<file path="config.mk">
export PLATFORM = sky130hd
export DESIGN_NAME = dds_spi_engine
export DESIGN_NICKNAME = d
export VERILOG_FILES = /design/src/rtl/dds_spi_pkg.sv /design/src/rtl/dds_spi_clkdiv.sv /design/src/rtl/dds_spi_shifter.sv /design/src/rtl/dds_spi_ctrl.sv /design/src/rtl/dds_spi_engine.sv
export SDC_FILE = /design/constraint.sdc
export NUM_CORES = 1
export LEC_CHECK = 0
export ABC_AREA = 1
export BUFFER_PORTS_ARGS = -buffer_cell sky130_fd_sc_hd__buf_2
export CORE_MARGIN = 4
export CORE_UTILIZATION = 56
export DETAILED_ROUTE_END_ITERATION = 10
export GPL_TIMING_DRIVEN = 0
export PLACE_DENSITY = 0.79
export SETUP_SLACK_MARGIN = 0.15
export SYNTH_ARGS = -nofsm -noshare
export SYNTH_HDL_FRONTEND = slang
export SYNTH_SLANG_ARGS = --single-unit
</file>
<file path="constraint.sdc">
create_clock -name clk -period 2.2 [get_ports clk]
set_input_delay 0 -clock clk [delete_from_list [all_inputs] [get_ports clk]]
set_output_delay 0 -clock clk [all_outputs]
set_load 0.05 [all_outputs]
</file>
<file path="src/rtl/dds_spi_pkg.sv">
// Package: shared types and frame arithmetic for the DDS serial engine.
// Assumes frames are one 8-bit instruction plus 32 or 64 data bits.
package dds_spi_pkg;

    localparam int INSTR_BITS = 8;
    localparam int WORD_BITS  = 32;
    localparam int FRAME_MAX  = INSTR_BITS + 2 * WORD_BITS;
    localparam int CNT_W      = $clog2(FRAME_MAX + 1);

    typedef enum logic [1:0] {
        SEQ_IDLE,
        SEQ_LEAD,
        SEQ_RUN,
        SEQ_GAP
    } seq_t;

    // Number of serial bits in a frame of the given kind.
    function automatic logic [CNT_W-1:0] frame_len(input logic rd, input logic wide);
        frame_len = (wide && !rd) ? CNT_W'(FRAME_MAX) : CNT_W'(INSTR_BITS + WORD_BITS);
    endfunction

endpackage

</file>
<file path="src/rtl/dds_spi_clkdiv.sv">
// Module: half-period tick generator for the serial clock.
// Emits one tick every HALF system clocks while run is high; restarts when run drops.
// Assumes HALF >= 1.
module dds_spi_clkdiv #(
    parameter int HALF = 2
) (
    input  logic clk,
    input  logic rst_n,
    input  logic run,
    output logic tick
);

    generate
        if (HALF == 1) begin : g_direct
            assign tick = run;
        end else begin : g_count
            localparam int CW = $clog2(HALF);
            logic [CW-1:0] cnt;

            // Count system clocks within one half period.
            always_ff @(posedge clk) begin
                if (!rst_n || !run) begin
                    cnt <= '0;
                end else if (cnt == CW'(HALF - 1)) begin
                    cnt <= '0;
                end else begin
                    cnt <= cnt + 1'b1;
                end
            end

            assign tick = run && (cnt == CW'(HALF - 1));

            assert_tick_spacing_R6: assert property (@(posedge clk) disable iff (!rst_n)
                tick |=> !tick);
        end
    endgenerate

endmodule

</file>
<file path="src/rtl/dds_spi_shifter.sv">
// Module: frame shift register and read-data capture.
// Loads the full outgoing frame on load, shifts it left on shift (falling edge),
// collects miso on sample (rising edge), and copies the last 32 samples on capture.
// Assumes ADDR_W <= 7 so the address fits below the direction bit.
module dds_spi_shifter
    import dds_spi_pkg::*;
#(
    parameter int ADDR_W = 5
) (
    input  logic                 clk,
    input  logic                 rst_n,
    input  logic                 load,
    input  logic                 shift,
    input  logic                 sample,
    input  logic                 capture,
    input  logic                 req_read,
    input  logic                 req_wide,
    input  logic [ADDR_W-1:0]    req_addr,
    input  logic [63:0]          req_wdata,
    input  logic                 miso,
    output logic                 mosi,
    output logic [WORD_BITS-1:0] rd_data
);

    logic [FRAME_MAX-1:0]  tx_q;
    logic [FRAME_MAX-1:0]  frame_d;
    logic [WORD_BITS-1:0]  rx_q;
    logic [INSTR_BITS-1:0] instr;

    // Instruction byte: direction flag on top, address zero-extended below it.
    assign instr = {req_read, 7'(req_addr)};

    // Assemble the outgoing frame for the requested kind.
    always_comb begin
        if (req_read) begin
            frame_d = {instr, 64'd0};
        end else if (req_wide) begin
            frame_d = {instr, req_wdata[63:32], req_wdata[31:0]};
        end else begin
            frame_d = {instr, req_wdata[31:0], 32'd0};
        end
    end

    // Outgoing shift register, MSB drives the line.
    always_ff @(posedge clk) begin
        if (!rst_n) begin
            tx_q <= '0;
        end else if (load) begin
            tx_q <= frame_d;
        end else if (shift) begin
            tx_q <= {tx_q[FRAME_MAX-2:0], 1'b0};
        end
    end

    // Incoming shift register, keeps the most recent 32 samples.
    always_ff @(posedge clk) begin
        if (!rst_n) begin
            rx_q <= '0;
        end else if (sample) begin
            rx_q <= {rx_q[WORD_BITS-2:0], miso};
        end
    end

    // Read result register, updated only at the end of a read.
    always_ff @(posedge clk) begin
        if (!rst_n) begin
            rd_data <= '0;
        end else if (capture) begin
            rd_data <= rx_q;
        end
    end

    assign mosi = tx_q[FRAME_MAX-1];

    assert_rd_hold_R5: assert property (@(posedge clk) disable iff (!rst_n)
        !capture |=> $stable(rd_data));

endmodule

</file>
<file path="src/rtl/dds_spi_ctrl.sv">
// Module: transaction sequencer.
// Accepts a request when idle, asserts chip select, drives the serial clock
// from divider ticks, counts rising edges against the frame length, then holds
// chip select released for two half periods before signalling done.
module dds_spi_ctrl
    import dds_spi_pkg::*;
(
    input  logic clk,
    input  logic rst_n,
    input  logic req_valid,
    input  logic req_read,
    input  logic req_wide,
    input  logic tick,
    output logic run,
    output logic load,
    output logic shift,
    output logic sample,
    output logic capture,
    output logic busy,
    output logic done,
    output logic cs_n,
    output logic sclk
);

    seq_t             state;
    logic [CNT_W-1:0] rises;
    logic [CNT_W-1:0] total;
    logic             is_read;
    logic             gap_half;

    assign run  = (state != SEQ_IDLE);
    assign busy = run;

    // Strobes to the datapath for this cycle.
    always_comb begin
        load    = (state == SEQ_IDLE) && req_valid;
        sample  = tick && ((state == SEQ_LEAD) || ((state == SEQ_RUN) && !sclk));
        shift   = tick && (state == SEQ_RUN) && sclk && (rises != total);
        capture = tick && (state == SEQ_GAP) && gap_half && is_read;
    end

    // Sequencer state, serial clock, chip select and edge counting.
    always_ff @(posedge clk) begin
        if (!rst_n) begin
            state    <= SEQ_IDLE;
            rises    <= '0;
            total    <= '0;
            is_read  <= 1'b0;
            gap_half <= 1'b0;
            cs_n     <= 1'b1;
            sclk     <= 1'b0;
            done     <= 1'b0;
        end else begin
            done <= 1'b0;
            unique case (state)
                SEQ_IDLE: begin
                    if (req_valid) begin
                        state   <= SEQ_LEAD;
                        cs_n    <= 1'b0;
                        rises   <= '0;
                        total   <= frame_len(req_read, req_wide);
                        is_read <= req_read;
                    end
                end
                SEQ_LEAD: begin
                    if (tick) begin
                        sclk  <= 1'b1;
                        rises <= rises + 1'b1;
                        state <= SEQ_RUN;
                    end
                end
                SEQ_RUN: begin
                    if (tick) begin
                        if (sclk) begin
                            sclk <= 1'b0;
                            if (rises == total) begin
                                cs_n     <= 1'b1;
                                gap_half <= 1'b0;
                                state    <= SEQ_GAP;
                            end
                        end else begin
                            sclk  <= 1'b1;
                            rises <= rises + 1'b1;
                        end
                    end
                end
                SEQ_GAP: begin
                    if (tick) begin
                        if (gap_half) begin
                            state <= SEQ_IDLE;
                            done  <= 1'b1;
                        end else begin
                            gap_half <= 1'b1;
                        end
                    end
                end
                default: state <= SEQ_IDLE;
            endcase
        end
    end

    assert_edge_bound_R4: assert property (@(posedge clk) disable iff (!rst_n)
        rises <= CNT_W'(FRAME_MAX));

    assert_busy_rise_R9: assert property (@(posedge clk) disable iff (!rst_n)
        (req_valid && !busy) |=> busy);

    assert_done_idle_R9: assert property (@(posedge clk) disable iff (!rst_n)
        done |-> !busy);

    assert_busy_fall_R9: assert property (@(posedge clk) disable iff (!rst_n)
        $fell(busy) |-> done);

    assert_ignore_busy_R10: assert property (@(posedge clk) disable iff (!rst_n)
        (busy && req_valid && !tick) |=> ($stable(cs_n) && $stable(rises)));

endmodule

</file>
<file path="src/rtl/dds_spi_engine.sv">
// Module: top of the DDS serial register access engine.
// Joins the half-period divider, sequencer and shift datapath.
// Assumes DIV is even and at least 2; ADDR_W at most 7.
module dds_spi_engine
    import dds_spi_pkg::*;
#(
    parameter int DIV    = 4,
    parameter int ADDR_W = 5
) (
    input  logic              clk,
    input  logic              rst_n,
    input  logic              req_valid,
    input  logic              req_read,
    input  logic              req_wide,
    input  logic [ADDR_W-1:0] req_addr,
    input  logic [63:0]       req_wdata,
    output logic              busy,
    output logic              done,
    output logic [31:0]       rd_data,
    output logic              cs_n,
    output logic              sclk,
    output logic              mosi,
    input  logic              miso
);

    localparam int HALF = DIV / 2;

    logic run, tick, load, shift, sample, capture;

    dds_spi_clkdiv #(.HALF(HALF)) u_div (
        .clk   (clk),
        .rst_n (rst_n),
        .run   (run),
        .tick  (tick)
    );

    dds_spi_ctrl u_ctrl (
        .clk       (clk),
        .rst_n     (rst_n),
        .req_valid (req_valid),
        .req_read  (req_read),
        .req_wide  (req_wide),
        .tick      (tick),
        .run       (run),
        .load      (load),
        .shift     (shift),
        .sample    (sample),
        .capture   (capture),
        .busy      (busy),
        .done      (done),
        .cs_n      (cs_n),
        .sclk      (sclk)
    );

    dds_spi_shifter #(.ADDR_W(ADDR_W)) u_shift (
        .clk       (clk),
        .rst_n     (rst_n),
        .load      (load),
        .shift     (shift),
        .sample    (sample),
        .capture   (capture),
        .req_read  (req_read),
        .req_wide  (req_wide),
        .req_addr  (req_addr),
        .req_wdata (req_wdata),
        .miso      (miso),
        .mosi      (mosi),
        .rd_data   (rd_data)
    );

    assert_cs_sclk_R8: assert property (@(posedge clk) disable iff (!rst_n)
        cs_n |-> !sclk);

    assert_mosi_edge_R7: assert property (@(posedge clk) disable iff (!rst_n)
        !$stable(mosi) |-> ($fell(sclk) || $fell(cs_n)));

endmodule

</file>
Word level (Yosys, flattened, before mapping):

Cells that the tools add are included.

* $add $sub $neg: 2
* equality and inequality tests: 13
* mux-type cells: 32
* reduce and logical (&&, ||, !) cells: 32

Operators with widths (number)
* 72-bit two-way mux: 3
* 64-bit two-way mux: 1
* 7-bit two-way mux: 5
* 7-bit one-hot mux with 3 select lines: 1
* 5-bit AND reduction: 3
* 2-bit two-way mux: 7
* 1-bit logical AND: 11
* 1-bit two-way mux: 11
* 2-bit by 1-bit inequality test with 1-bit output (second input constant): 5
* 2-bit nonzero test: 5
* 2-bit one-hot mux with 4 select lines: 1
* 7-bit by 1-bit adder with 7-bit output (second input constant): 1
* 7-bit == test: 1
* 7-bit inequality test: 1
* 7-bit AND reduction: 1
* 2-bit inequality test (second input constant): 3
* 1-bit one-hot mux with 2 select lines: 3
* 3-bit AND reduction: 2
* 2-bit == test (second input constant): 2
* 1-bit logical NOT: 4
* 3-bit nonzero test: 1
* 2-bit by 1-bit == test with 1-bit output (second input constant): 1
* 2-bit logical NOT: 1
* 1-bit logical OR: 2
* 3 further kinds: 3

* register bits: 158
* output and inout port bits: 37
* logic and storage cells: 91

Depth between registers and ports, before layout:

Gate-level depths: netlist (run 1).

* depth in word-level cells: 7
* depth in mapped cells: 12
* gate-level depth less buffers: 10

By module:

Synthesis (run 1) repeated with hierarchy kept, for this count alone.

* cells, all modules: 1103
* area total of the unflattened synthesis: 7310.8 µm²

Modules (own cells, without submodules)
* dds_spi_shifter: instances 1, cells an instance 951, area an instance 6266.0 µm², seq. area each 2722.6 µm²
* dds_spi_ctrl: instances 1, cells an instance 147, area an instance 1007.2 µm², seq. area each 340.3 µm²
* dds_spi_clkdiv: instances 1, cells an instance 5, area an instance 37.5 µm², seq. area each 20.0 µm²

Worst setup path before layout (run 1):

No wires, ideal clock.

* path kind: register to register
* start point: register u_ctrl.state[0]
* end point: register u_shift.tx_q[10]
* arrival: 1806 ps
* required time: 2087 ps
* setup slack: 281 ps
* cell stages (with the launch flop): 12
* path buffers: 1
* period minus slack after synthesis: 1919 ps
* cell sequence: dfxtp_1 -> inv_1 -> ha_1 -> inv_2 -> nand2_2 -> nor2_4 -> nand2_2 -> nand2_2 -> clkbuf_1 -> nand2_1 -> nand2_1 -> nor2_1

* longest elaborated chain between the ends: 6
* elaborated cells on any way between the ends: 10

RTL lines
* from (decl): line dds_spi_ctrl.sv:25 `seq_t state;`
* from (signal assigned): line dds_spi_ctrl.sv:45 `state <= SEQ_IDLE;`
* from (signal assigned): line dds_spi_ctrl.sv:58 `state <= SEQ_LEAD;`
* from (signal assigned): line dds_spi_ctrl.sv:69 `state <= SEQ_RUN;`
* 2-bit nonzero test: line dds_spi_ctrl.sv:31 `assign run = (state != SEQ_IDLE);`
* via busy: line dds_spi_engine.sv:17 `output logic busy,`
* 1-bit logical AND: line dds_spi_clkdiv.sv:31 `assign tick = run && (cnt == CW'(HALF - 1));`
* 1-bit logical AND (3 in a row): line dds_spi_ctrl.sv:38 `shift = tick && (state == SEQ_RUN) && sclk && (rises != total);`
* 2-bit nonzero test (no source line)
* to (signal assigned): line dds_spi_shifter.sv:49 `tx_q <= frame_d;`
* to (signal assigned): line dds_spi_shifter.sv:51 `tx_q <= {tx_q[FRAME_MAX-2:0], 1'b0};`
* to (decl): line dds_spi_shifter.sv:25 `logic [FRAME_MAX-1:0] tx_q;`

The timed path passes the listed nets, and every way through them passes these cells.
A chain may end at the register's enable or synchronous reset.

Worst setup path after layout (run 1):

* start point: register u_ctrl.state[0]
* end point: register u_shift.tx_q[71]

* longest elaborated chain between the ends: 6
* elaborated cells on any way between the ends: 10

RTL lines (line)
* 2-bit nonzero test: dds_spi_ctrl.sv:31
* 1-bit logical AND: dds_spi_clkdiv.sv:31
* 1-bit logical AND (3 in a row): dds_spi_ctrl.sv:38
* 2-bit nonzero test (no source line)

Several ways; a longest one is shown, not always the timed one.

==> results of run 1 <==
[path summary, 6_finish.rpt]
path | end | slack [ns] | cells past startpoint
worst max-delay path | u_shift.tx_q[71]$_SDFFE_PN0P_ | 0.26 | 11
worst min-delay path | u_shift.tx_q[68]$_SDFFE_PN0P_ | 0.01 | 7
worst min register to register | u_div.g_count.cnt$_SDFF_PP0_ | 0.44 | 1
worst max register to register | u_shift.tx_q[71]$_SDFFE_PN0P_ | 0.26 | 11
[final cells by class]
class	instances	share of cell area
multi-input cells	754	0.387
flip-flops and latches	154	0.358
repair buffers	150	0.110
clock buffers	23	0.0542
plain buffers	63	0.0428
well taps	147	0.0213
inverters	36	0.0161
clock inverters	8	0.0110
[worst max-delay path, cell delays in order (launching register included)]
cell     delay, ns
dfxtp_2       0.37
inv_1         0.07
ha_1          0.26
inv_2         0.12
nand2_2       0.12
nor2_4        0.20
nand2_2       0.10
nand2_4       0.10
buf_8         0.16
buf_6         0.16
nor2_1        0.06
nor2_1        0.15
[logic make-up after synthesis]
kind of cell / synth area share
AO/OA/AOI/OAI: 0.136
XOR/XNOR: 0.00128
adder cells (fa/ha/maj): 0.0128
buffers and inverters: 0.0647
flip-flops: 0.450
AND/OR/NAND/NOR: 0.335
[per-layer routing]
layer	track usage	routed length (um)
met2	0.399	8110
met4	0.0927	403
met1	0.322	7790
met5	0	0
met3	0.0450	1050
[flip-flops by register name, indices dropped and copies added (netlist names), 2 cells and up]
name / cells
u_ctrl.rises: 7
u_ctrl.state: 2
u_shift.rd_data: 32
u_shift.rx_q: 32
u_shift.tx_q: 72
u_ctrl.total: 3
[cell usage after synthesis, types with 5 or more instances]
| cell | n | share of area |
|---|---|---|
| nor2_1 | 286 | 0.16 |
| nand2_1 | 284 | 0.16 |
| dfxtp_1 | 154 | 0.45 |
| o21ai_0 | 67 | 0.049 |
| a22oi_1 | 63 | 0.069 |
| clkbuf_1 | 34 | 0.019 |
| inv_1 | 27 | 0.015 |
| buf_2 | 21 | 0.015 |
| a21oi_1 | 12 | 0.0088 |
| nand3_1 | 9 | 0.0066 |
| inv_2 | 8 | 0.0044 |
| ha_1 | 7 | 0.013 |
| buf_6 | 5 | 0.0082 |
| nand2_2 | 5 | 0.0046 |
[power by group]
group          leakage, nW  internal (mW)  switching, mW  total [mW]
sequential            1.26           3.29          0.282        3.57
clock                0.273           1.71           1.09        2.81
combinational         2.62           1.27           2.13        3.40
[through the flow]
step | power [mW] | hold WS, ns
after CTS | 9.62 | 0.00261
after global routing | 10.5 | 0.0678
after floorplan | 6.02 | 0.135
after detailed placement | 6.74 | 0.240
final | 9.78 | 0.0106
after global placement | 6.68 | 0.241
[timing repair]
action                                 CTS  global route
endpoints found under the hold margin   43             0
pin swaps                                0             1
setup endpoints to repair               20           136
resized for setup                        5            48
hold buffers                            39             0
setup buffers                            0             1
==> metrics.md, run 1 <==
| Metric | Value |
|---|---|
| Status | `finished, final reports clean` |
| Critical-path maximum fanout | `10` |
| Warnings from Yosys | `0` |
| Chip Width | `roughly 120 um` |
| Post-synthesis sequential area ratio | `0.450` |
| Per-cell routed wire length | `approximately 13 um` |
| Netlist cell types | `32` |
| Total CTS buffers | `17` |
| TritonCTS clock tree | `built` |
| Final wirelength | `between 15,000 and 20,000 um` |
| Area occupied by multi-input gates | `approximately 3300 sq um` |
| Placer Congestion | `around 0.87` |
| Max_cap viols | `0` |
| Worst min path class | `in2reg` |
| EDFF count, synth | `0` |
| Largest net degree at the start of global routing | `17` |
| Final setup fails | `0` |
| Setup TNS | `0 ns` |
| Initial antenna violation count | `0` |
| Most common cell after layout, fill and taps aside | `nor2_1` |
| Drt first pass iters | `6` |
| First-pass GRT wire length | `28,400 um` |
| Period utilization | `0.881` |
| Area grow syn2layout | `26.0%` |
| Core Util, Final | `0.718` |
| Port bufs | `between 100 and 150` |
| Clock skew | `between 0.008 and 0.009 ns` |
| Clock root cell | `clkbuf_16` |
| Final hold vios | `0` |
| Leakage | `a little over 4 nW` |
| Initial DRC Count | `~630` |
| Via Count | `~6.9k` |
| Fill count | `just over 1k` |
| Diodes inserted | `0` |
| Mean post-synth cell area | `around 7 sq um` |
| Startpoint Class | `flip-flop` |
| Main synth FF type | `dfxtp_1` |
| RSZ-0062 raised after global routing | `yes` |
| F_max | `0.516 GHz` |
| Crit path arrival time | `roughly 2.3 ns` |
| CP Capture Type | `flip-flop` |
| Crit path from | `u_ctrl.state[0]$_SDFFE_PN0P_` |
| Async set or reset register ratio after synthesis | `0` |
| Reg area | `~3100 sq um` |
| Gr usage total | `0.244` |
| Clock sink count | `154` |
| Starting Density | `0.570` |
| Non-filler cells, final | `approximately 1.3k` |
| Die height | `roughly 120 um` |
| DP Area | `roughly 7600 sq um` |
| Cells after Synth | `roughly 1.0k` |
| Critical path class | `reg2reg` |
| Fin area | `8630 sq um` |
| Most frequent cells in the layout | `285 x nor2_1, 284 x nand2_1, 152 x dfxtp_1, 124 x buf_2, 65 x o21ai_0` |
| Worst Min Path Start | `req_addr[4]` |
| CTS Buffer Depth | `2` |
| CTS clk-pin slew, worst paths | `roughly 0.060 ns` |
| Least-Margin Pin Slew | `0.536 ns` |
| NumNets Final | `~1.3k` |
| GRT overflow | `0` |
| Vias/cell | `between 5 and 6` |
| Beginning of the worst register-to-register path | `u_ctrl.state[0]$_SDFFE_PN0P_` |
| Yosys reg bits | `approximately 150` |
| Post-synthesis cell area | `slightly below 7000 sq um` |
| Io pins | `112` |
| Htree depth | `4` |
| Syn nets | `1,089` |
| Core box area | `~12,000 sq um` |
| Vias in the first global route | `approximately 6.2k` |
| Pre-CTS WS | `about 0.13 ns` |
| Worst IR Drop VDD | `680 uV` |
| Final Max Slew Viols | `0` |
| Row cnt | `40` |
| Post-route ant nets | `0` |
| Post-route worst setup slack | `approximately 0.26 ns` |
| Final min period | `between 1.5 and 2 ns` |
| Worst skew pair latency | `~0.42 ns` |
| DP Wirelength | `around 12,000 um` |
| Slew headroom | `0.643` |
| Die ar. | `14,100 sq um` |
| Req. time, crit path | `roughly 2.5 ns` |
| DRC | `0` |
| Placed Cells | `between 1k and 1.5k` |
| Pwr dens | `1130 nW/um^2` |
| Layout cell share with drive strength beyond 1 | `0.172` |
No activity file was read; power rests on OpenSTA's default activity.
==> run 2, diff against run 1 <==
Settings changed: CORE_UTILIZATION 56 to 40, PLACE_DENSITY 0.79 to unset.
==> metrics.md, run 2 (synthesis results as in run 1) <==
| Metric | Value |
|---|---|
| Row cnt | `47 (was 40)` |
| Met2 wire length | `8610 um (was 8110 um)` |
| Drt first pass iters | `5 (was 6)` |
| Clock sink count | `154 (unchanged)` |
| Post-route ant nets | `0 (unchanged)` |
| Vias/cell | `4.74 (was 5.21)` |
| Max reg flops | `72 (unchanged)` |
| P_sw | `3.68 mW (was 3.51 mW)` |
| Clock skew | `0.0101 ns (was 0.00888 ns)` |
| Per-cell routed wire length | `12.7 um (was 13.0 um)` |
| Largest stage delay, worst path | `0.34 ns (was 0.37 ns)` |
| Layout cell share with drive strength beyond 1 | `0.177 (was 0.172)` |
| Setup TNS | `0 ns (unchanged)` |
| Critical path class | `reg2reg (unchanged)` |
| Slew headroom | `0.577 (was 0.643)` |
| Final Max Slew Viols | `0 (unchanged)` |
| Worst R2R Path Depth | `7 (was 11)` |
| Beginning of the worst register-to-register path | `u_ctrl.state[0]$_SDFFE_PN0P_ (unchanged)` |
| DP Wirelength | `12,800 um (was 11,900 um)` |
| Slowest CP cell | `dfxtp_2 (unchanged)` |
| Crit-path leading delay family | `simple AND/OR/NAND/NOR gates (unchanged)` |
| Critical-path maximum fanout | `10 (unchanged)` |
| Die ar. | `19,300 sq um (was 14,100 sq um)` |
| Max_cap viols | `0 (unchanged)` |
| Reg-to-Reg End | `u_shift.tx_q[0]$_SDFFE_PN0P_ (was u_shift.tx_q[71]$_SDFFE_PN0P_)` |
| Final min period | `1.86 ns (was 1.94 ns)` |
| Worst IR Drop VDD | `686 uV (was 680 uV)` |
| WHS Endpoint | `u_shift.tx_q[60]$_SDFFE_PN0P_ (was u_shift.tx_q[68]$_SDFFE_PN0P_)` |
| Crit-path cells | `inv_1 > ha_2 > nand2_2 > nor3_4 > buf_2 > nand2_1 > o22ai_1 (was inv_1 > ha_1 > inv_2 > nand2_2 > nor2_4 > nand2_2 > nand2_4 > buf_8 > buf_6 > nor2_1 > nor2_1)` |
| CTS Buffer Depth | `2 (unchanged)` |
| NumNets Final | `1,261 (was 1,258)` |
| Clock share of power | `0.306 (was 0.287)` |
| Port bufs | `110 (unchanged)` |
| Leakage | `4.20 nW (was 4.15 nW)` |
| CP Capture Type | `flip-flop (unchanged)` |
| Diodes inserted | `0 (unchanged)` |
| Initial antenna violation count | `0 (unchanged)` |
| Most frequent cells in the layout | `286 x nor2_1, 284 x nand2_1, 152 x dfxtp_1, 125 x buf_2, 64 x o21ai_0 (was 285 x nor2_1, 284 x nand2_1, 152 x dfxtp_1, 124 x buf_2, 65 x o21ai_0)` |
| Final setup fails | `0 (unchanged)` |
| Top reg by flops | `u_shift.tx_q (unchanged)` |
| Worst skew pair latency | `0.43 ns (was 0.42 ns)` |
| Internal power | `6.30 mW (was 6.27 mW)` |
| Chip Width | `139 um (was 119 um)` |
| Via Count | `6,698 (was 6,949)` |
| Clock root cell | `clkbuf_16 (unchanged)` |
| Most common cell after layout, fill and taps aside | `nor2_1 (unchanged)` |
| Combinational share of power | `0.337 (was 0.348)` |
| Worst min path class | `in2reg (unchanged)` |
| Starting Density | `0.410 (was 0.570)` |
| Largest regs | `u_shift.tx_q x72, u_shift.rd_data x32, u_shift.rx_q x32 (unchanged)` |
| Max layer used | `met4 (unchanged)` |
| Pwr dens | `1130 nW/um^2 (about the same)` |
| First-pass GRT wire length | `29,900 um (was 28,400 um)` |
| Hold Crit Depth | `7 (unchanged)` |
| Period utilization | `0.847 (was 0.881)` |
| Crit path arrival time | `2.22 ns (was 2.28 ns)` |
| TritonCTS clock tree | `built (unchanged)` |
| Startpoint Class | `flip-flop (unchanged)` |
| Final wirelength | `18,000 um (was 17,400 um)` |
| Gr usage total | `0.184 (was 0.244)` |
| GRT overflow | `0 (unchanged)` |
| RSZ-0062 raised after global routing | `no (was yes)` |
| Total power | `9.97 mW (was 9.78 mW)` |
| Io pins | `112 (unchanged)` |
| Metal3 WL | `544 um (was 1050 um)` |
| Initial DRC Count | `507 (was 628)` |
| DRC | `0 (unchanged)` |
| Pre-CTS WS | `0.116 ns (was 0.127 ns)` |
| Final hold vios | `0 (unchanged)` |
| Vias in the first global route | `6,151 (was 6,206)` |
| M1 WL | `8570 um (was 7790 um)` |
| Total CTS buffers | `17 (unchanged)` |
| Area grow syn2layout | `28.6% (was 26.0%)` |
| Req. time, crit path | `2.56 ns (was 2.54 ns)` |
| Net Sw Frac | `0.369 (was 0.359)` |
| F_max | `0.537 GHz (was 0.516 GHz)` |
| Post-route worst setup slack | `0.336 ns (was 0.261 ns)` |
| Register-to-register path setup slack | `0.34 ns (was 0.26 ns)` |
| Buffer and inverter count on the worst path | `2 (was 4)` |
| Die height | `139 um (was 119 um)` |
| Largest net degree at the start of global routing | `17 (unchanged)` |
| Status | `finished, final reports clean (unchanged)` |
| Core box area | `16,700 sq um (was 12,000 sq um)` |
| Placer Congestion | `0.845 (was 0.866)` |
| Worst Min Path Start | `req_wdata[60] (was req_addr[4])` |
| Least-Margin Pin Slew | `0.635 ns (was 0.536 ns)` |
| Htree depth | `4 (unchanged)` |
| Flop pwr share | `0.357 (was 0.365)` |
| CTS clk-pin slew, worst paths | `0.07 ns (was 0.06 ns)` |
-- run 2: cell types whose count changed in the layout (fill, tap and decap cells not counted), moves of 2 or more --
cell and delta:
clkbuf_2 +2, inv_8 +4, clkinv_4 +3, clkbuf_1 -5, buf_6 -2, clkinv_2 -3
dlygate4sd3_1 +2, buf_4 +3, clkbuf_4 -2, clkinvlp_4 -2, inv_6 +3
-- run 2: layout make-up --
type,instances,area [sq um]
Fill cell,1713,7900
Clock inverter,14,179
Tap cell,220,275
Multi-Input combinational cell,754,3350
Inverter,36,139
Sequential cell,154,3090
Clock buffer,18,439
Timing Repair Buffer,153,976
Buffer,63,358
-- run 2: what timing repair did --
item,in CTS,in global routing
pin swaps,0,1
endpoints found under the setup margin,34,127
setup buffers,0,2
cloned,0,0
resized for setup,5,48
hold buffers,41,0
hold endpoints to repair,44,0
-- run 2: how the worst max path moves through the flow --
stage | start | endpoint | slack (ns) | cells past startpoint
final | u_ctrl.state[0]$_SDFFE_PN0P_ | u_shift.tx_q[0]$_SDFFE_PN0P_ | 0.34 | 7
after floorplan | u_ctrl.state[0]$_SDFFE_PN0P_ | u_shift.tx_q[10]$_SDFFE_PN0P_ | 0.28 | 11
after CTS | u_ctrl.state[0]$_SDFFE_PN0P_ | u_shift.tx_q[55]$_SDFFE_PN0P_ | 0.16 | 9
after global routing | u_ctrl.state[0]$_SDFFE_PN0P_ | u_shift.tx_q[66]$_SDFFE_PN0P_ | 0.16 | 11
after global placement | u_ctrl.state[0]$_SDFFE_PN0P_ | u_shift.rd_data[11]$_SDFFE_PN0P_ | 0.06 | 9
after detailed placement | u_ctrl.state[0]$_SDFFE_PN0P_ | u_shift.rd_data[11]$_SDFFE_PN0P_ | 0.12 | 9
-- run 2: tightest hold or removal path, delay by kind of cell --
| family | cells | cell delay [ns] |
|---|---|---|
| compound gates | 1 | 0.05 |
| buf+inv | 1 | 0.08 |
| simple gates | 5 | 0.26 |
-- run 2: per-stage QoR --
| step | instance area, sq um | instances | hold WS (ns) | utilization |
|---|---|---|---|---|
| 6_report | 8800 | 1412 | 0.00675 | 0.527 |
| 5_1_grt | 8800 | 1412 | 0.0439 | 0.527 |
| 4_1_cts | 8710 | 1410 | 0.00377 | 0.522 |
| 3_5_place_dp | 7670 | 1337 | 0.262 | 0.459 |
| 3_3_place_gp | 7670 | 1337 | 0.259 | 0.459 |
| 2_1_floorplan | 6850 | 1007 | 0.135 | - |
-- run 2: routing by layer --
layer / up-vias / global-route usage
li1: 3542 / -
met1: 3038 / 0.236
met2: 94 / 0.316
met5: - / 0
met4: 0 / 0.0572
met3: 24 / 0.0345
-- run 2: power groups by stage --
| stage | registers (mW) | logic [mW] | clock network [mW] |
|---|---|---|---|
| 6_report | 3.57 | 3.36 | 3.05 |
| 2_1_floorplan | 3.59 | 2.42 | 0 |
| 3_3_place_gp | 3.60 | 3.16 | 0 |
| 4_1_cts | 3.56 | 3.26 | 3.11 |
| 5_1_grt | 3.62 | 3.83 | 3.23 |
| 3_5_place_dp | 3.61 | 3.18 | 0 |
==> run 3, diff against run 2 <==
Settings changed: ABC_AREA 1 to 0.
Clock period 2.2 ns to 1.8 ns, I/O delays scaled along.
==> metrics.md, run 3 <==
| Metric | Value |
|---|---|
| Post-synthesis sequential area ratio | `0.424 (was 0.450)` |
| Layout cell share with drive strength beyond 1 | `0.330 (was 0.177)` |
| Top reg by flops | `u_shift.tx_q (unchanged)` |
| Post-synthesis cell area | `7260 sq um (was 6850 sq um)` |
| Total power | `12.2 mW (was 9.97 mW)` |
| Worst min path class | `in2reg (unchanged)` |
| Largest regs | `u_shift.tx_q x72, u_shift.rd_data x32, u_shift.rx_q x32 (unchanged)` |
| F_max | `0.535 GHz (was 0.537 GHz)` |
| Status | `complete, but fails checks (was finished, final reports clean)` |
| Initial antenna violation count | `0 (unchanged)` |
| Vias in the first global route | `6,256 (was 6,151)` |
| Hold_ws | `0.0225 ns (was 0.00675 ns)` |
| Final Max Slew Viols | `0 (unchanged)` |
| Final setup fails | `50 (was 0)` |
| Largest stage delay, worst path | `0.38 ns (was 0.34 ns)` |
| Critical-path maximum fanout | `5 (was 10)` |
| NumNets Final | `1,127 (was 1,261)` |
| Post-route worst setup slack | `-0.0689 ns (was 0.336 ns)` |
| Area occupied by multi-input gates | `4290 sq um (was 3350 sq um)` |
| DRC | `0 (unchanged)` |
| Clock root cell | `clkbuf_16 (unchanged)` |
| Worst skew pair latency | `0.43 ns (about the same)` |
| Via Count | `6,517 (was 6,698)` |
| Levels on crit path | `11 (was 7)` |
| Top-area cell type share of the netlist area | `0.424 (was 0.450)` |
| CP Capture Type | `flip-flop (unchanged)` |
| Final hold vios | `0 (unchanged)` |
| Leakage | `4.59 nW (was 4.20 nW)` |
| RSZ-0062 raised after global routing | `yes (was no)` |
| Htree depth | `4 (unchanged)` |
| Met1 usage | `0.246 (was 0.236)` |
| Least-Margin Pin Slew | `0.630 ns (was 0.635 ns)` |
| Req. time, crit path | `2.12 ns (was 2.56 ns)` |
| Beginning of the worst register-to-register path | `u_ctrl.state[1]$_SDFFE_PN0P_ (was u_ctrl.state[0]$_SDFFE_PN0P_)` |
| Async set or reset register ratio after synthesis | `0 (unchanged)` |
| Worst setup path end | `u_shift.tx_q[0]$_SDFFE_PN0P_ (unchanged)` |
| CTS Buffer Depth | `2 (unchanged)` |
| Most common cell after layout, fill and taps aside | `nand2_1 (was nor2_1)` |
| Largest net degree at the start of global routing | `17 (unchanged)` |
| Starting Density | `0.406 (was 0.410)` |
| Placer Congestion | `0.798 (was 0.845)` |
| Register-to-register path setup slack | `-0.07 ns (was 0.34 ns)` |
| Netlist cell types | `46 (was 32)` |
| Cells after Synth | `823 (was 1,007)` |
| Port bufs | `109 (was 110)` |
| Commonest cells post-synth | `263 x nand2_1, 154 x dfxtp_1, 97 x mux2i_1 (was 286 x nor2_1, 284 x nand2_1, 154 x dfxtp_1)` |
| Gr busiest metal | `met2 (unchanged)` |
| Failing checks | `setup timing` |
| Per-cell routed wire length | `15.7 um (was 12.7 um)` |
| CTS clk-pin slew, worst paths | `0.07 ns (about the same)` |
| Crit-path leading delay family | `buffers and inverters (was simple AND/OR/NAND/NOR gates)` |
| GRT met2 Usage | `0.318 (was 0.316)` |
| Most frequent cells in the layout | `216 x nand2_1, 149 x dfxtp_1, 112 x buf_2, 97 x mux2i_1, 49 x a21boi_1 (was 286 x nor2_1, 284 x nand2_1, 152 x dfxtp_1, 125 x buf_2, 64 x o21ai_0)` |
| Clock sink count | `154 (unchanged)` |
| Pwr dens | `1150 nW/um^2 (was 1130 nW/um^2)` |
| First-pass GRT wire length | `31,200 um (was 29,900 um)` |
| Total CTS buffers | `17 (unchanged)` |
| Initial DRC Count | `239 (was 507)` |
| DP Wirelength | `12,500 um (was 12,800 um)` |
| EDFF count, synth | `0 (unchanged)` |
| Vias/cell | `5.06 (was 4.74)` |
| Chip Width | `143 um (was 139 um)` |
| Period utilization | `1.04 (was 0.847)` |
| TritonCTS clock tree | `built (unchanged)` |
| Clock skew | `0.0114 ns (was 0.0101 ns)` |
| Slew headroom | `0.580 (was 0.577)` |
| Critical path class | `reg2reg (unchanged)` |
| Final wirelength | `20,200 um (was 18,000 um)` |
| Crit-path cells | `inv_4 > ha_4 > buf_8 > nor2b_4 > and3_4 > buf_6 > a21oi_4 > buf_12 > buf_16 > buf_4 > a31o_4 (was inv_1 > ha_2 > nand2_2 > nor3_4 > buf_2 > nand2_1 > o22ai_1)` |
| GRT overflow | `0 (unchanged)` |
| Startpoint Class | `flip-flop (unchanged)` |
| Diodes inserted | `0 (unchanged)` |
| Core box area | `17,900 sq um (was 16,700 sq um)` |
| Area grow syn2layout | `46.2% (was 28.6%)` |
| Max_cap viols | `0 (unchanged)` |
| Synth top area cells | `dfxtp_1 42%, nand2_1 14%, mux2i_1 13% (was dfxtp_1 45%, nor2_1 16%, nand2_1 16%)` |
| Fill count | `1,569 (was 1,713)` |
| Most frequent cell after synthesis | `nand2_1 (was nor2_1)` |
| Post-synth top area cell | `dfxtp_1 (unchanged)` |
| Max reg flops | `72 (unchanged)` |
| Post-route ant nets | `0 (unchanged)` |
| Met3 Use GR | `0.0388 (was 0.0345)` |
| Die ar. | `20,400 sq um (was 19,300 sq um)` |
| Buffer and inverter count on the worst path | `6 (was 2)` |
| Io pins | `112 (unchanged)` |
| Gr usage total | `0.189 (was 0.184)` |
| Yosys reg bits | `154 (unchanged)` |
| Die height | `143 um (was 139 um)` |
| Syn nets | `905 (was 1,089)` |
| Mean post-synth cell area | `8.83 sq um (was 6.80 sq um)` |
| Final min period | `1.87 ns (was 1.86 ns)` |
| Slowest CP cell | `dfxtp_4 (was dfxtp_2)` |
| Main synth FF type | `dfxtp_1 (unchanged)` |
| Drt first pass iters | `4 (was 5)` |
| Worst R2R Path Depth | `11 (was 7)` |
| Crit path arrival time | `2.19 ns (was 2.22 ns)` |
| Crit path from | `u_ctrl.state[1]$_SDFFE_PN0P_ (was u_ctrl.state[0]$_SDFFE_PN0P_)` |
| Worst IR Drop VDD | `758 uV (was 686 uV)` |
| Reg area | `3090 sq um (about the same)` |
| Warnings from Yosys | `0 (unchanged)` |
| Reg-to-Reg End | `u_shift.tx_q[0]$_SDFFE_PN0P_ (unchanged)` |
| Row cnt | `49 (was 47)` |
-- run 3: cell types whose count changed after synthesis, sizes merged, moves of 26 or more --
| cell | change |
|---|---|
| a21boi | +65 |
| inv | -28 |
| a22o | +31 |
| o21ai | -55 |
| nand2 | -26 |
| nor2 | -278 |
| o2bb2ai | +32 |
| a22oi | -63 |
| mux2i | +97 |
-- run 3: worst reg2reg max path: cells and delay by family (launching register included) --
family                     cells  cell delay (ns)
AOI/OAI and AO/OA              2             0.29
adders and majority gates      1             0.15
DFF                            1             0.38
buffers and inverters          6             0.65
and+or+nand+nor                2             0.30
-- run 3: cell type report --
type	count	area share
multi-input combinational	595	0.404
sequential	154	0.291
timing repair buffer	202	0.154
buffer	68	0.0605
clock buffer	19	0.0408
tap	229	0.0270
clock inverter	13	0.0183
inverter	7	0.00342
-- run 3: what timing repair did --
item,4_1_cts,5_1_grt
endpoints found under the setup margin,145,148
hold buffers,38,0
setup buffers,30,9
gates cloned,8,9
hold endpoints to repair,38,0
resized for setup,122,126
pin swaps,18,59
-- run 3: worst min path at each step --
| stage | start | to | slack (ns) | cells after the start |
|---|---|---|---|---|
| after floorplan | req_read | u_ctrl.is_read$_SDFFE_PN0P_ | 0.14 | 2 |
| after global placement | miso | u_shift.rx_q[0]$_SDFFE_PN0P_ | 0.28 | 3 |
| after detailed placement | miso | u_shift.rx_q[0]$_SDFFE_PN0P_ | 0.29 | 3 |
| after CTS | rst_n | u_shift.rx_q[17]$_SDFFE_PN0P_ | 0.002 | 2 |
| after global routing | rst_n | u_shift.rx_q[14]$_SDFFE_PN0P_ | 0.05 | 2 |
| final | req_wdata[47] | u_shift.tx_q[47]$_SDFFE_PN0P_ | 0.02 | 5 |
-- run 3: cell families (layout without fill, tap and decap cells) --
group / Yosys count / count (layout) / share of synthesized area
simple gates: 312 / 313 / 0.177
compound gates: 174 / 174 / 0.186
flops: 154 / 154 / 0.424
mux: 97 / 97 / 0.134
buf+inv: 75 / 309 / 0.0622
fa+ha+maj: 7 / 7 / 0.0121
xor+xnor: 4 / 4 / 0.00482
-- run 3: routing by layer --
layer | up-vias | wire (um)
li1 | 3287 | -
met1 | 3070 | 9140
met2 | 134 | 9950
met3 | 26 | 789
met4 | 0 | 278
met5 | - | 0
-- run 3: per-stage QoR --
step / std cells / setup slack, ns / util / area [sq um] / TNS, ns
5_1_grt: 1287 / -0.144 / 0.593 / 10600 / -11.11
3_5_place_dp: 1161 / -0.190 / 0.455 / 8140 / -13.23
6_report: 1287 / -0.0689 / 0.593 / 10600 / -1.10
2_1_floorplan: 823 / 0.139 / - / 7310 / 0
4_1_cts: 1269 / 0.00674 / 0.557 / 9960 / 0
3_3_place_gp: 1161 / -0.151 / 0.455 / 8140 / -11.78
-- run 3: power breakdown --
part / leakage (nW) / internal, mW / switching, mW
clock network: 0.290 / 2.33 / 1.48
registers: 1.25 / 3.63 / 0.149
logic: 3.06 / 2.37 / 2.25
